<file path="src/rtl/gshare_pkg.sv">
package gshare_pkg;

  typedef logic [1:0] ctr_t;

  // Weakly taken: the value every entry holds after reset.
  localparam ctr_t CTR_INIT = 2'b10;

  function automatic ctr_t ctr_step(input ctr_t c, input logic taken);
    ctr_t n;
    if (taken) n = (c == 2'b11) ? c : ctr_t'(c + 2'b01);
    else       n = (c == 2'b00) ? c : ctr_t'(c - 2'b01);
    return n;
  endfunction

  function automatic logic ctr_taken(input ctr_t c);
    return c[1];
  endfunction

endpackage

</file>
<file path="src/rtl/gshare_history.sv">
module gshare_history #(
  parameter int HIST_W = 8
) (
  input  logic              clk,
  input  logic              rst,
  input  logic              shift_en,
  input  logic              shift_bit,
  output logic [HIST_W-1:0] hist
);

  generate
    if (HIST_W == 1) begin : g_one
      always_ff @(posedge clk) begin
        if (rst)           hist <= '0;
        else if (shift_en) hist <= shift_bit;
      end
    end else begin : g_many
      always_ff @(posedge clk) begin
        if (rst)           hist <= '0;
        else if (shift_en) hist <= {hist[HIST_W-2:0], shift_bit};
      end
    end
  endgenerate

endmodule

</file>
<file path="src/rtl/gshare_pht.sv">
module gshare_pht
  import gshare_pkg::*;
#(
  parameter int IDX_W    = 8,
  parameter int RD_PORTS = 2
) (
  input  logic                           clk,
  input  logic                           rst,
  input  logic [RD_PORTS-1:0][IDX_W-1:0] rd_idx,
  output ctr_t [RD_PORTS-1:0]            rd_data,
  input  logic                           we,
  input  logic [IDX_W-1:0]               w_idx,
  input  ctr_t                           w_data
);

  localparam int DEPTH = 1 << IDX_W;

  // Counter storage: plain synchronous RAM, no reset.
  ctr_t mem [DEPTH];
  // One flag per entry: cleared by reset, set on first write.
  logic [DEPTH-1:0] written;

  always_ff @(posedge clk) begin
    if (we) mem[w_idx] <= w_data;
  end

  always_ff @(posedge clk) begin
    if (rst)     written <= '0;
    else if (we) written[w_idx] <= 1'b1;
  end

  generate
    for (genvar p = 0; p < RD_PORTS; p++) begin : g_rd
      ctr_t mem_q;
      logic wr_q;
      logic byp_q;
      ctr_t byp_val_q;

      always_ff @(posedge clk) begin
        mem_q <= mem[rd_idx[p]];
      end

      always_ff @(posedge clk) begin
        if (rst) begin
          wr_q      <= 1'b0;
          byp_q     <= 1'b0;
          byp_val_q <= CTR_INIT;
        end else begin
          wr_q      <= written[rd_idx[p]];
          byp_q     <= we && (w_idx == rd_idx[p]);
          byp_val_q <= w_data;
        end
      end

      // Write-first: a write at the same edge wins over the array.
      assign rd_data[p] = byp_q ? byp_val_q : (wr_q ? mem_q : CTR_INIT);
    end
  endgenerate

endmodule

</file>
<file path="src/rtl/gshare_updater.sv">
module gshare_updater
  import gshare_pkg::*;
#(
  parameter int IDX_W = 8
) (
  input  logic             clk,
  input  logic             rst,
  input  logic             upd_valid,
  input  logic [IDX_W-1:0] upd_index,
  input  logic             upd_taken,
  output logic [IDX_W-1:0] rd_idx,
  input  ctr_t             rd_data,
  output logic             we,
  output logic [IDX_W-1:0] w_idx,
  output ctr_t             w_data
);

  logic             s1_valid;
  logic [IDX_W-1:0] s1_idx;
  logic             s1_taken;

  // Read stage: address goes straight to the table.
  assign rd_idx = upd_index;

  always_ff @(posedge clk) begin
    if (rst) begin
      s1_valid <= 1'b0;
      s1_idx   <= '0;
      s1_taken <= 1'b0;
    end else begin
      s1_valid <= upd_valid;
      s1_idx   <= upd_index;
      s1_taken <= upd_taken;
    end
  end

  // Write stage: step the counter just read.
  assign we     = s1_valid;
  assign w_idx  = s1_idx;
  assign w_data = ctr_step(rd_data, s1_taken);

endmodule

</file>
<file path="src/rtl/gshare_predictor.sv">
module gshare_predictor
  import gshare_pkg::*;
#(
  parameter int HIST_W = 8,
  parameter int PC_W   = 32,
  parameter int PC_LSB = 2
) (
  input  logic              clk,
  input  logic              rst,
  input  logic              pred_valid,
  input  logic [PC_W-1:0]   pred_pc,
  output logic              pred_out_valid,
  output logic              pred_taken,
  output logic [HIST_W-1:0] pred_index,
  input  logic              upd_valid,
  input  logic [HIST_W-1:0] upd_index,
  input  logic              upd_taken
);

  localparam int PORT_PRED = 0;
  localparam int PORT_UPD  = 1;
  localparam int N_PORTS   = 2;

  logic [HIST_W-1:0] hist_q;
  logic [HIST_W-1:0] look_idx;
  logic unused_pc_bits;

  logic [N_PORTS-1:0][HIST_W-1:0] tbl_rd_idx;
  ctr_t [N_PORTS-1:0]             tbl_rd_data;
  logic [HIST_W-1:0]              upd_rd_idx;
  logic                           tbl_we;
  logic [HIST_W-1:0]              tbl_w_idx;
  ctr_t                           tbl_w_data;

  assign unused_pc_bits = ^pred_pc;

  gshare_history #(.HIST_W(HIST_W)) u_hist (
    .clk       (clk),
    .rst       (rst),
    .shift_en  (upd_valid),
    .shift_bit (upd_taken),
    .hist      (hist_q)
  );

  assign look_idx = hist_q ^ pred_pc[PC_LSB +: HIST_W];

  assign tbl_rd_idx[PORT_PRED] = look_idx;
  assign tbl_rd_idx[PORT_UPD]  = upd_rd_idx;

  gshare_pht #(.IDX_W(HIST_W), .RD_PORTS(N_PORTS)) u_pht (
    .clk     (clk),
    .rst     (rst),
    .rd_idx  (tbl_rd_idx),
    .rd_data (tbl_rd_data),
    .we      (tbl_we),
    .w_idx   (tbl_w_idx),
    .w_data  (tbl_w_data)
  );

  gshare_updater #(.IDX_W(HIST_W)) u_upd (
    .clk       (clk),
    .rst       (rst),
    .upd_valid (upd_valid),
    .upd_index (upd_index),
    .upd_taken (upd_taken),
    .rd_idx    (upd_rd_idx),
    .rd_data   (tbl_rd_data[PORT_UPD]),
    .we        (tbl_we),
    .w_idx     (tbl_w_idx),
    .w_data    (tbl_w_data)
  );

  always_ff @(posedge clk) begin
    if (rst) begin
      pred_out_valid <= 1'b0;
      pred_index     <= '0;
    end else begin
      pred_out_valid <= pred_valid;
      pred_index     <= look_idx;
    end
  end

  assign pred_taken = ctr_taken(tbl_rd_data[PORT_PRED]);

endmodule

</file>
<file path="config.mk">
export PLATFORM = sky130hd
export DESIGN_NAME = gshare_predictor
export DESIGN_NICKNAME = d
export VERILOG_FILES = /design/src/rtl/gshare_pkg.sv /design/src/rtl/gshare_history.sv /design/src/rtl/gshare_pht.sv /design/src/rtl/gshare_updater.sv /design/src/rtl/gshare_predictor.sv
export SDC_FILE = /design/constraint.sdc
export NUM_CORES = 1
export LEC_CHECK = 0
export BUFFER_PORTS_ARGS = -buffer_cell sky130_fd_sc_hd__buf_2
export CAP_MARGIN = 30
export CORE_ASPECT_RATIO = 0.75
export CORE_MARGIN = 2
export CORE_UTILIZATION = 65
export DETAILED_ROUTE_END_ITERATION = 6
export GPL_ROUTABILITY_DRIVEN = 0
export PLACE_DENSITY = 0.82
export SYNTH_ARGS = -nofsm -noshare
export SYNTH_HDL_FRONTEND = slang
export SYNTH_SLANG_ARGS = --single-unit
</file>
<file path="constraint.sdc">
create_clock -name clk -period 27.3 [get_ports clk]
set_clock_uncertainty 0.05 [all_clocks]
set_input_delay 1.365 -clock clk [delete_from_list [all_inputs] [get_ports clk]]
set_output_delay 1.365 -clock clk [all_outputs]
set_load 0.02 [all_outputs]
</file>
==> key figures, run 1 <==
Finish
  – FILL cells: 3314
  – Final Util: 71.7%
  – Fin nets: 2559
  – Proportion of layout cells with a drive suffix above 1: 23.0%
  – Most common cell after layout, fill and taps aside: nor2_1
  – Area grow syn2layout: 9.57%
  – Most frequent cells in the layout: 748 x nor2_1, 512 x edfxtp_1, 340 x mux4_2

Timing
  – Max-slew violations: 0
  – Setup violations, final: 0
  – Final Cycle Share: 21.3%
  – Worst Tran Pin Value: 1.07 ns
  – Achievable frequency: 172 MHz
  – Period minus WS final: 5.83 ns
  – Rel. slew slack: 28.7%
  – Final hold slack: 0.440 ns
  – Fin. Hold Viols: 0
  – RSZ-0062 raised after global routing: false
  – Setup Total Neg Slack: 0 ns

Clocking
  – Postcts setup bufs: 0
  – Num CTS Buffers: 75
  – Clk Tree Root Cell: clkbuf_16
  – CTS clk-pin slew, worst paths: 0.07 ns
  – H-tree depth: 3
  – Post-CTS resize count: 0
  – Clock sinks: 804
  – Clk buf depth: 3
  – Clock Latency Late Sink: 0.65 ns
  – Hold_buf cts: 0
  – CTS tree: done

Die
  – Die H: 206 um
  – IO Pins: 55
  – Die W: 274 um
  – Die Footprint: 0.0564 mm^2
  – # rows: 74
  – Initial Util: 65.4%
  – Core ar.: 0.0542 mm^2

Critical path
  – CP Cell Sequence: buf_8 > buf_4 > buf_4 > buf_4 > mux4_2 > mux4_2 > a22oi_1 > a21oi_1 > a211oi_1 > nor2_1
  – Number of gates on the worst path with buffers counted: 10
  – Max incr delay on CP: 0.86 ns
  – Slowest stage cell, crit path: buf_4
  – Crit. End Element: register
  – CP Max Fanout: 52
  – Worst r2r dst: u_pht.g_rd[0].wr_q
  – Crit path capture: u_pht.g_rd[1].mem_q[1]
  – Critical path data required time: 27.79 ns
  – WP data arrival: 6.32 ns
  – CP Buf/Inv Count: 4
  – Crit path from: upd_index[1]
  – Crit path max-delay family: buffers and inverters
  – Worst r2r src: u_hist.hist[0]
  – Worst r2r path cells: 10
  – Critical path class: in2reg
  – Reg2Reg Setup Slack: 22.44 ns
  – CP dominant cell by count: buf_4
  – Crit path launch type: input port

Synth
  – Synth cell types: 48
  – Seq/Total Area, Yosys: 59.9%
  – Cells after synthesis: 2535
  – Synth Register Bits: 804
  – Most used DFF post-synth: edfxtp_1
  – Mapped Area: 0.0354 mm^2
  – Post-synth EDFFs: 512
  – Post-synth net total: 2580
  – Synth warn: 0
  – Synth async-reset ratio: 0%
  – Average size of a mapped cell: 14.0 um^2

Job
  – Max cap viols: 0

Place
  – Post-DP HPWL: 64.8 mm
  – Port bufs: 30

Power and ir drop
  – Leakage: 12.6 nW
  – Power Density: 65.5 mW/mm^2
  – Peak VDD IR: 0.0596 mV

Global route
  – Vias in the first global route: 23600
  – Largest net degree at the start of global routing: 117
  – Global-route wire length before repair: 153 mm
  – GRT overflow: 0
  – All-Layer GR Usage: 38.1%
  – Initial antenna violation count: 4

Hold path
  – Hold/Removal Path Class: reg2reg
  – Worst hold start: u_pht.written[91]

Route
  – Initial DRT Pass Iterations: 7
  – Routed WL per cell: 31.8 um
  – Initial DRC Count: 4339
  – Final ANT Viol Nets: 0
  – Vias: 24500
  – Vias per cell: 7.42
  – Final wirelength: 105 mm
  – Residual DRC: 46

Status
  – Status: finished with violations
  – Violated checks: DRC
==> where the power goes <==
| group | switching (W) | internal (W) |
|---|---|---|
| clock network | 0.000472 | 0.000562 |
| registers | 0.00000477 | 0.00130 |
| logic | 0.000133 | 0.0000747 |
==> logic make-up after synthesis <==
group | synth area share (%)
AOI/OAI and AO/OA | 4.05
xor gates and xnor gates | 0.787
adders and majority gates | 0.0282
buffers and inverters | 2.27
DFF | 59.9
muxes | 22.1
and+or+nand+nor | 10.9
==> final cells by class <==
| type | count | area (um^2) | share of cell area [%] |
|---|---|---|---|
| repair buffers | 90 | 754 | 1.94 |
| multi-input cells | 1540 | 13600 | 34.9 |
| clock inverters | 42 | 358 | 0.921 |
| well taps | 722 | 903 | 2.33 |
| inverters | 3 | 11.3 | 0.0290 |
| diodes | 8 | 20.0 | 0.0515 |
| clock buffers | 98 | 2000 | 5.16 |
| flip-flops and latches | 804 | 21200 | 54.6 |
==> metal layers <==
metal | share of wire [%] | wire [um] | vias up | global-route usage, %
met2 | 43 | 45000 | 2393 | 53.5
met5 | 0 | 0 | - | 0.877
met3 | 17 | 18400 | 483 | 15.6
met4 | 5.6 | 5930 | 0 | 19.2
li1 | - | - | 9552 | -
met1 | 34 | 35800 | 12100 | 51.8
==> synth_stat cells, types with 3 or more instances <==
library cell	number	area (um^2)
a211oi_1	7	52.6
a21oi_1	27	135
a221oi_1	18	158
a22o_1	16	140
a22oi_1	51	383
a311oi_1	4	35.0
a31oi_1	4	25.0
a32oi_1	4	35.0
buf_1	19	71.3
buf_2	33	165
buf_4	8	60.1
clkbuf_1	125	469
dfxtp_1	292	5850
edfxtp_1	512	15400
inv_1	3	11.3
mux2i_1	18	180
mux4_2	340	7660
nand2_1	86	323
nand2b_1	4	25.0
nand3_1	53	265
nand4_1	17	106
nor2_1	753	2830
nor2b_1	23	144
nor3_1	16	80.1
nor4_1	3	18.8
o211ai_1	4	30.0
o21ai_0	5	25.0
o21ba_2	29	290
o22ai_1	7	43.8
xnor2_1	21	184
xor2_1	9	78.8
==> per-stage QoR <==
step	worst slack (ns)	cells	power, W	cell area [um^2]
2_1_floorplan	14.46	2535	0.00147	35400
3_3_place_gp	20.96	3151	0.00152	36300
3_5_place_dp	20.92	3154	0.00153	36300
4_1_cts	21.60	3294	0.00253	38700
5_1_grt	21.31	3300	0.00259	38800
6_report	21.47	3307	0.00255	38800
==> worst min-delay path: stages (launching register included) <==
cell	delay (ns)
dfxtp_1	0.34
nor2_1	0.05
nor2_1	0.07
==> how the worst min path moves through the flow <==
stage                                    end  slack [ns]  cells after the start
after floorplan           u_pht.written[102]        0.40                      2
after global placement    u_pht.written[135]        0.41                      2
after detailed placement   u_pht.written[10]        0.42                      2
after CTS                  u_pht.written[10]        0.45                      2
after global routing       u_pht.written[42]        0.46                      2
final                      u_pht.written[91]        0.44                      2
==> state kept, by name, summed over array words and instances, names as in the netlist <==
signal,count
u_upd.we,1
pred_out_valid,1
u_pht.g_rd.byp_val_q,2
u_pht.mem,512
u_pht.g_rd.wr_q,2
u_pht.g_rd.mem_q,3
u_pht.written,256
pred_index,8
u_hist.hist,8
u_upd.s1_taken,1
u_upd.w_idx,8
u_pht.g_rd.byp_q,2
(Power assumes the default switching activity.)
==> inputs of run 2 (changes only) <==
--- a/config.mk
+++ b/config.mk
@@ -9,10 +9,10 @@
 export CAP_MARGIN = 30
 export CORE_ASPECT_RATIO = 0.75
 export CORE_MARGIN = 2
-export CORE_UTILIZATION = 65
+export CORE_UTILIZATION = 63
 export DETAILED_ROUTE_END_ITERATION = 6
 export GPL_ROUTABILITY_DRIVEN = 0
-export PLACE_DENSITY = 0.82
+export PLACE_DENSITY = 0.8
 export SYNTH_ARGS = -nofsm -noshare
 export SYNTH_HDL_FRONTEND = slang
 export SYNTH_SLANG_ARGS = --single-unit
==> constraint.sdc (replaced) <==
create_clock -name clk -period 5.85 [get_ports clk]
set_clock_uncertainty 0.05 [all_clocks]
set_input_delay 0.2925 -clock clk [delete_from_list [all_inputs] [get_ports clk]]
set_output_delay 0.2925 -clock clk [all_outputs]
set_load 0.02 [all_outputs]
==> key figures, run 2 (synthesis gave the netlist of run 1 again) <==
Status
  – Status: finished with violations
  – Violated checks: DRC

Finish
  – Area grow syn2layout: 10.5%
  – Final cell count without fillers: 3314 (+0.21%)
  – Most frequent cells in the layout: 748 x nor2_1, 512 x edfxtp_1, 340 x mux4_2
  – Biggest register: u_pht.mem
  – Largest regs: u_pht.mem: 512 flops, u_pht.written: 256 flops
  – Final std cell area, no fill: 0.0391 mm^2 (+0.81%)
  – Fin nets: 2563 (+0.16%)
  – Most common cell after layout, fill and taps aside: nor2_1
  – FILL cells: 3520 (+6.2%)
  – Proportion of layout cells with a drive suffix above 1: 23.0% (about the same)
  – Max reg flops: 512 (unchanged)

Global route
  – Initial antenna violation count: 5 (+1)
  – GRT overflow: 0 (unchanged)
  – Vias in the first global route: 23600 (+0.22%)
  – Largest net degree at the start of global routing: 178 (+52%)
  – Global-route wire length before repair: 154 mm (+0.31%)
  – All-Layer GR Usage: 36.5% (-1.6 points)

Route
  – Residual DRC: 1 (-98%)
  – Initial DRC Count: 4311 (-0.65%)
  – Final wirelength: 105 mm (about the same)
  – Initial DRT Pass Iterations: 7 (unchanged)
  – Final ANT Viol Nets: 0 (unchanged)
  – Vias: 24200 (-1.2%)
  – Vias per cell: 7.31 (-1.4%)
  – Routed WL per cell: 31.7 um (-0.19%)

Place
  – Area after DPL: 0.0365 mm^2 (+0.32%)
  – Inst Count DP: 3163 (+0.29%)
  – DP Worst Slack: 1.99 ns (-18.93 ns)
  – Post-DP HPWL: 64.9 mm (+0.26%)
  – Port bufs: 30 (unchanged)

Timing
  – Achievable frequency: 255 MHz
  – Rel. slew slack: 24.6% (-4.0 points)
  – Max-slew violations: 0 (unchanged)
  – Setup Total Neg Slack: 0 ns (unchanged)
  – Fin. Hold Viols: 0 (unchanged)
  – Worst Tran Pin Value: 1.12 ns (+0.0564 ns)
  – Period minus WS final: 3.93 ns
  – Final setup margin: 1.92 ns (-19.55 ns)
  – Final Cycle Share: 67.1%
  – Setup violations, final: 0 (unchanged)
  – RSZ-0062 raised after global routing: false

Critical path
  – Crit. End Element: register
  – CP Cell Sequence: xor2_4 > buf_12 > buf_4 > mux4_2 > nand2_1 > a21oi_1 > a311oi_1 > a31oi_1 > a21oi_1 > nor4_1
  – CP Max Fanout: 27 (-48%)
  – Critical path class: reg2reg
  – WP data arrival: 4.37 ns (-1.95 ns)
  – Crit path launch type: register
  – Critical path data required time: 6.30 ns (-21.49 ns)
  – CP dominant cell by count: a21oi_1
  – Slowest stage cell, crit path: xor2_4
  – Max incr delay on CP: 0.76 ns (-0.10 ns)

Power and ir drop
  – Tot Pwr: 0.0122 W (+380%)
  – Power Density: 312 mW/mm^2 (+380%)
  – Leakage: 12.7 nW (+1.0%)
  – Peak VDD IR: 0.259 mV (+340%)

Clocking
  – Clock Latency Late Sink: 0.64 ns (about the same)
  – Post-CTS resize count: 0 (unchanged)
  – CTS clk-pin slew, worst paths: 0.06 ns (about the same)
  – Clk buf depth: 3 (unchanged)
  – CTS tree: done
  – H-tree depth: 3 (unchanged)
  – Clock sinks: 804 (unchanged)
  – Clk Tree Root Cell: clkbuf_16
  – Num CTS Buffers: 75 (unchanged)

Die
  – Die Footprint: 0.0582 mm^2 (+3.1%)
  – # rows: 75 (+1.4%)
  – Initial Util: 63.6% (-1.9 points)
  – Core ar.: 0.0557 mm^2 (+2.9%)
  – IO Pins: 55 (unchanged)
  – Die W: 278 um (+1.6%)
  – Die H: 209 um (+1.5%)

Job
  – Max cap viols: 0 (unchanged)

Hold path
  – Hold/Removal Path Class: in2reg
-- run 2: cell types whose count changed in the layout (fill, tap and decap cells not counted), sizes merged --
cell and delta:
clkinv -1, bufinv +5, diode -5, buf -1, dlygate4sd3 +5, inv -7, clkinvlp -2, clkbuf +4
-- run 2: what timing repair did --
item / CTS / global route
hold buffers: 5 / 0
endpoints found under the hold margin: 7 / 0
setup buffers: 0 / 0
-- run 2: final timing paths --
check	from	endpoint	slack, ns	depth (start not counted)
worst min-delay path	pred_pc[8]	pred_index[6]	0.03	3
worst min register to register	u_pht.written[94]	u_pht.written[94]	0.43	2
worst max-delay path	u_hist.hist[0]	u_pht.g_rd[0].wr_q	1.92	10
worst max register to register	u_hist.hist[0]	u_pht.g_rd[0].wr_q	1.92	10
-- run 2: per-stage QoR --
stage                     hold slack (ns)  util, %
after global placement              0.411     65.3
after global routing               0.0345     70.2
after CTS                        0.000149     70.1
after floorplan                     0.371        -
final                              0.0255     70.2
after detailed placement            0.426     65.4
-- run 2: power breakdown --
| group | switching, W | total (W) | internal [W] |
|---|---|---|---|
| Clock | 0.00216 | 0.00513 | 0.00298 |
| Sequential | 0.0000228 | 0.00608 | 0.00606 |
| Combinational | 0.000626 | 0.000979 | 0.000353 |
-- run 2: layout make-up --
type                    count  area, um^2  area share, %
inverters                   3        11.3         0.0288
multi-input cells        1540       13600           34.8
clock buffers             102        2150           5.48
repair buffers             94         832           2.13
flip-flops and latches    804       21200           54.2
clock inverters            37         412           1.05
diodes                      3        7.51         0.0192
well taps                 731         915           2.34
-- run 2: metal layers --
layer  GRT usage [%]  up-vias  wire, um
li1                -     9559         -
met5               0        -       112
met2            52.0     2163     45300
met1            51.3    12100     37100
met4            13.6       10      4560
met3            14.5      397     18000
-- run 2: worst max-delay path: cells and delay by family, from the launching register on --
kind / cells / cell delay, ns
compound gates: 4 / 1.06
xor+xnor: 1 / 0.76
buf+inv: 2 / 0.64
flops: 1 / 0.57
mux: 1 / 0.52
simple gates: 2 / 0.17
